===== config.mk =====
export PLATFORM = sky130hd
export DESIGN_NAME = intr_aggregator
export DESIGN_NICKNAME = d
export VERILOG_FILES = /design/src/rtl/intr_pkg.sv /design/src/rtl/intr_port_regs.sv /design/src/rtl/intr_rd_mux.sv /design/src/rtl/intr_aggregator.sv
export SDC_FILE = /design/constraint.sdc
export NUM_CORES = 1
export LEC_CHECK = 0
export ABC_AREA = 0
export ABC_CLOCK_PERIOD_IN_PS = 2100
export BUFFER_PORTS_ARGS = -buffer_cell sky130_fd_sc_hd__buf_2
export CORE_ASPECT_RATIO = 1.5
export CORE_MARGIN = 2
export CORE_UTILIZATION = 56
export CTS_CLUSTER_SIZE = 8
export DETAILED_ROUTE_END_ITERATION = 6
export PLACE_DENSITY = 0.89
export SLEW_MARGIN = 5
export SYNTH_ARGS = -nofsm -noshare
export SYNTH_HDL_FRONTEND = slang
export SYNTH_SLANG_ARGS = --single-unit

===== constraint.sdc =====
create_clock -name clk_i -period 2.1 [get_ports clk_i]
set_clock_uncertainty 0.2 [all_clocks]
set_input_delay 0.63 -clock clk_i [delete_from_list [all_inputs] [get_ports clk_i]]
set_output_delay 0.63 -clock clk_i [all_outputs]
set_load 0.05 [all_outputs]

===== src/rtl/intr_pkg.sv =====
package intr_pkg;
    localparam int REG_W     = 16;
    localparam int ADDR_W    = 5;
    localparam logic [ADDR_W-1:0] ADDR_CFG  = 5'h17;
    localparam logic [ADDR_W-1:0] ADDR_MASK = 5'h1D;
    localparam logic [ADDR_W-1:0] ADDR_STAT = 5'h1E;
    localparam int EMBED_BIT = 11;

    typedef struct packed {
        logic [REG_W-1:0] status;
        logic [REG_W-1:0] mask;
        logic             embed;
    } port_state_t;
endpackage


===== src/rtl/intr_port_regs.sv =====
module intr_port_regs
    import intr_pkg::*;
(
    input  logic              clk_i,
    input  logic              rst_ni,
    input  logic [REG_W-1:0]  evt_i,
    input  logic              sel_i,
    input  logic              we_i,
    input  logic [ADDR_W-1:0] addr_i,
    input  logic [REG_W-1:0]  wdata_i,
    output logic [REG_W-1:0]  status_o,
    output logic [REG_W-1:0]  mask_o,
    output logic              embed_o,
    output logic              pend_o
);
    port_state_t st_d, st_q;
    logic        rd_clr;

    always_comb begin
        st_d   = st_q;
        rd_clr = sel_i && !we_i && (addr_i == ADDR_STAT);
        if (sel_i && we_i && addr_i == ADDR_MASK) st_d.mask  = wdata_i;
        if (sel_i && we_i && addr_i == ADDR_CFG)  st_d.embed = wdata_i[EMBED_BIT];
        st_d.status = (st_q.status & ~{REG_W{rd_clr}}) | evt_i;
    end

    always_ff @(posedge clk_i or negedge rst_ni) begin
        if (!rst_ni) st_q <= '0;
        else         st_q <= st_d;
    end

    assign status_o = st_q.status;
    assign mask_o   = st_q.mask;
    assign embed_o  = st_q.embed;
    assign pend_o   = |(st_q.status & st_q.mask);

    // latched bits never drop without a clearing read
    assert_sticky_R2: assert property (@(posedge clk_i) disable iff (!rst_ni)
        !rd_clr |=> ((status_o & $past(status_o)) == $past(status_o)));
    // a clearing read with no new event leaves the register empty
    assert_clear_on_read_R4: assert property (@(posedge clk_i) disable iff (!rst_ni)
        (rd_clr && evt_i == '0) |=> (status_o == '0));
    // an incoming event is never lost, even during a clearing read
    assert_event_kept_R5: assert property (@(posedge clk_i) disable iff (!rst_ni)
        1'b1 |=> ((status_o & $past(evt_i)) == $past(evt_i)));
    // the flag follows bit 11 of a config write
    assert_embed_write_R8: assert property (@(posedge clk_i) disable iff (!rst_ni)
        (sel_i && we_i && addr_i == ADDR_CFG) |=> (embed_o == $past(wdata_i[EMBED_BIT])));
endmodule


===== src/rtl/intr_rd_mux.sv =====
module intr_rd_mux
    import intr_pkg::*;
#(
    parameter int NPORT = 4,
    localparam int PW   = (NPORT > 1) ? $clog2(NPORT) : 1
) (
    input  logic [NPORT-1:0][REG_W-1:0] status_i,
    input  logic [NPORT-1:0][REG_W-1:0] mask_i,
    input  logic [NPORT-1:0]            embed_i,
    input  logic [PW-1:0]               port_i,
    input  logic [ADDR_W-1:0]           addr_i,
    output logic [REG_W-1:0]            data_o
);
    always_comb begin
        data_o = '0;
        if (int'(port_i) < NPORT) begin
            unique case (addr_i)
                ADDR_STAT: data_o = status_i[port_i];
                ADDR_MASK: data_o = mask_i[port_i];
                ADDR_CFG:  data_o[EMBED_BIT] = embed_i[port_i];
                default:   data_o = '0;
            endcase
        end
    end
endmodule


===== src/rtl/intr_aggregator.sv =====
module intr_aggregator
    import intr_pkg::*;
#(
    parameter int NPORT = 4,
    localparam int PW   = (NPORT > 1) ? $clog2(NPORT) : 1
) (
    input  logic                   clk_i,
    input  logic                   rst_ni,
    input  logic [NPORT*REG_W-1:0] evt_i,
    input  logic                   acc_en_i,
    input  logic                   acc_we_i,
    input  logic [PW-1:0]          acc_port_i,
    input  logic [ADDR_W-1:0]      acc_addr_i,
    input  logic [REG_W-1:0]       acc_wdata_i,
    output logic [REG_W-1:0]       acc_rdata_o,
    output logic                   irq_n_o,
    output logic [NPORT-1:0]       embed_en_o
);
    typedef struct packed {
        logic [REG_W-1:0] rdata;
    } top_state_t;

    logic [NPORT-1:0][REG_W-1:0] status_all, mask_all;
    logic [NPORT-1:0]            pend_all;
    logic [REG_W-1:0]            mux_data;
    top_state_t                  top_d, top_q;

    for (genvar g = 0; g < NPORT; g++) begin : g_port
        intr_port_regs u_regs (
            .clk_i    (clk_i),
            .rst_ni   (rst_ni),
            .evt_i    (evt_i[g*REG_W +: REG_W]),
            .sel_i    (acc_en_i && (acc_port_i == PW'(g))),
            .we_i     (acc_we_i),
            .addr_i   (acc_addr_i),
            .wdata_i  (acc_wdata_i),
            .status_o (status_all[g]),
            .mask_o   (mask_all[g]),
            .embed_o  (embed_en_o[g]),
            .pend_o   (pend_all[g])
        );
    end

    intr_rd_mux #(.NPORT(NPORT)) u_mux (
        .status_i (status_all),
        .mask_i   (mask_all),
        .embed_i  (embed_en_o),
        .port_i   (acc_port_i),
        .addr_i   (acc_addr_i),
        .data_o   (mux_data)
    );

    always_comb begin
        top_d = top_q;
        if (acc_en_i && !acc_we_i) top_d.rdata = mux_data;
    end

    always_ff @(posedge clk_i or negedge rst_ni) begin
        if (!rst_ni) top_q <= '0;
        else         top_q <= top_d;
    end

    assign acc_rdata_o = top_q.rdata;
    assign irq_n_o     = ~|pend_all;

    // the line is low only while some port holds an enabled, latched bit
    assert_irq_source_R3: assert property (@(posedge clk_i) disable iff (!rst_ni)
        !irq_n_o |-> (|(status_all & mask_all)));
    // read data only changes on a read access
    assert_rdata_hold_R4: assert property (@(posedge clk_i) disable iff (!rst_ni)
        !(acc_en_i && !acc_we_i) |=> $stable(acc_rdata_o));
endmodule


==> flow_summary.ini <==
[critical_path]
end_kind = output port
reg2reg_depth = 4
path_max_fanout = 3
crit_path_cell_trace = a22o_1, a221oi_2, nand4_1, nor4_4, buf_6
max_stage_delay_ps = 410
path_depth = 5
cpMaxStageDelayCell = nor4_4
cp-start-kind = flop
worstPathRequired_ps = 1270
critical_path_buf_inv_count = 1
arrival_ps = 2270
criticalPathCategory = flop to output port
cp_top_family = simple AND/OR/NAND/NOR gates

[final_layout]
nNetsFinal = 808
final_cell_mix = dfrtp_1 (148), buf_4 (143), buf_2 (109), a21o_1 (64), mux2_2 (58)
final_common_cell = dfrtp_1
drive_above_1_share = 0.563
area_growth_pct = 40.2

[yosys]
yosysWarnings = 0
ys_seq_area_frac = 0.552
synthArstFlopShare = 1.00
netlist_area_um2 = 6710
synthCells = 456
ys_seq_elements = 148
avgSynthCellArea_um2 = 14.7
synth_edf_count = 0
synth.distinct_cells = 33
synthFlopType = dfrtp_1
syn-num-nets = 547

[timing]
fin_crit_ps = 3100
tightest_slew_ps = 498
fmax_ghz = 0.323
hold_viol = 0
relSlewSlack = 0.668
grt_setup_unrepaired = yes
slew_viol_final = 0
setup_tns_ps = -996
post-route-period-util = 1.47
finalSetupViolations = 1
fin_ws_ps = -996

[flow_run]
maxCapViolCount = 0

[clock_network]
cts_tree = yes
cts_buffer_depth = 2
clock_latency_ps = 440
h-tree-depth = 4
clkTransAtPathRegs_ps = 60
root_buffer = clkbuf_16
cts_buffers = 17
cts.sinks = 148

[floorplanning]
dieWidth_um = 93.3
die_h_um = 138
rows = 49
start_util = 0.567
dieArea_um2 = 12900
num_io_pins = 112
core_area_um2 = 11800

[worst_hold_path]
min_path_type = input port to flop
holdPathStages = 2

[drt]
drcViolationCount = 0
firstDrtPassIters = 6
drt-total-wl_mm = 26.1
via_count = 5991
postRouteAntennaNets = 0
first_iter_violations = 809
wl_per_cell_um = 29.6
viasPerCell = 6.79

[power]
powerDensity_nw_per_um2 = 740
finalPower_w = 0.00695
leakage_nw = 4.29
ir_drop_uv = 656

[status]
status = finished with violations
failed_checks = setup timing

[placement]
post-place-ws_ps = -734
gp_congestion = 0.933
io_buffers = 111
hpwlAfterDp_mm = 16.7

[global_routing]
grt_first_pass_wirelength_mm = 38.8
grt_pass1_vias = 6389
grt_max_degree = 34
grt_usage = 0.422
antenna_found_initial = 1
grt-ovfl-total = 0
## where the power goes
part	switching [W]	total (W)	internal [W]	leakage, nW
Sequential	0.0000877	0.00304	0.00295	1.69
Combinational	0.000576	0.00100	0.000428	2.33
Clock	0.00117	0.00291	0.00174	0.266
Total	0.00183	0.00695	0.00512	4.29
## sequential cells by signal, indices dropped and copies added, names as in the netlist
register and flops:
g_port.u_regs.status_o 64, g_port.u_regs.embed_o 4, acc_rdata_o 16, g_port.u_regs.mask_o 64
## logic make-up after synthesis
group | count (synthesis) | share of synthesized area
buf+inv | 28 | 0.0300
mux | 101 | 0.230
flops | 148 | 0.552
simple gates | 65 | 0.0519
compound gates | 114 | 0.136
## metal layers
layer | track usage | vias to the layer above | wire length, um
met1 | 0.478 | 2866 | 8130
met4 | 0.334 | 0 | 2690
met3 | 0.139 | 225 | 3020
met5 | 0 | - | 0
li1 | - | 2294 | -
met2 | 0.646 | 606 | 12300
## synthesized netlist by cell type, drive strengths merged, types with 3 or more instances
cell type / instances / area [um2]
nand2: 4 / 15.0
mux2: 68 / 766
nand4: 5 / 31.3
a221oi: 31 / 272
dfrtp: 148 / 3700
nand3: 3 / 15.0
clkbuf: 5 / 18.8
mux4: 33 / 773
nor2b: 4 / 25.0
a21o: 64 / 480
nor2: 37 / 146
a22o: 16 / 140
buf: 23 / 183
## worst register-to-register path: stages (launching register included)
cell	delay, ps
dfrtp_1	430
buf_4	160
mux4_1	490
a221oi_1	510
nor2_1	70
## area by class of cell
type,instances,area [um2]
timing repair buffer,270,1950
tap,153,191
sequential,148,3700
fill,616,2430
clock buffer,26,499
multi-input combinational,280,3000
clock inverter,4,47.5
antenna,1,2.50
## final timing paths
kind / start / end / slack (ps)
setup / recovery: g_port[3].u_regs.mask_o[0]$_DFFE_PN0P_ / irq_n_o / -1000
min in group asynchronous: rst_ni / g_port[1].u_regs.mask_o[6]$_DFFE_PN0P_ / 430
max in group asynchronous: rst_ni / g_port[2].u_regs.mask_o[10]$_DFFE_PN0P_ / 690
hold / removal: evt_i[40] / g_port[2].u_regs.status_o[8]$_DFF_PN0_ / 160
hold reg to reg: acc_rdata_o[6]$_DFFE_PN0P_ / acc_rdata_o[6]$_DFFE_PN0P_ / 300
setup reg to reg: g_port[1].u_regs.mask_o[6]$_DFFE_PN0P_ / acc_rdata_o[6]$_DFFE_PN0P_ / 110
## stage by stage
stage           util  area (um2)  hold slack, ps  instances
6_report       0.794        9400             164        882
4_1_cts        0.789        9340             166        881
3_5_place_dp   0.737        8720             297        849
3_3_place_gp   0.737        8720             268        849
5_1_grt        0.794        9400             172        881
2_1_floorplan      -        6810             134        456
## timing repair
action                                  CTS  global route
gates resized for setup                   8             7
buffers inserted                          1             0
endpoints found under the setup margin    3             5
hold buffers                              1             0
pin swaps                                 3             0
endpoints found under the hold margin    22             0
(Power assumes the default switching activity.)
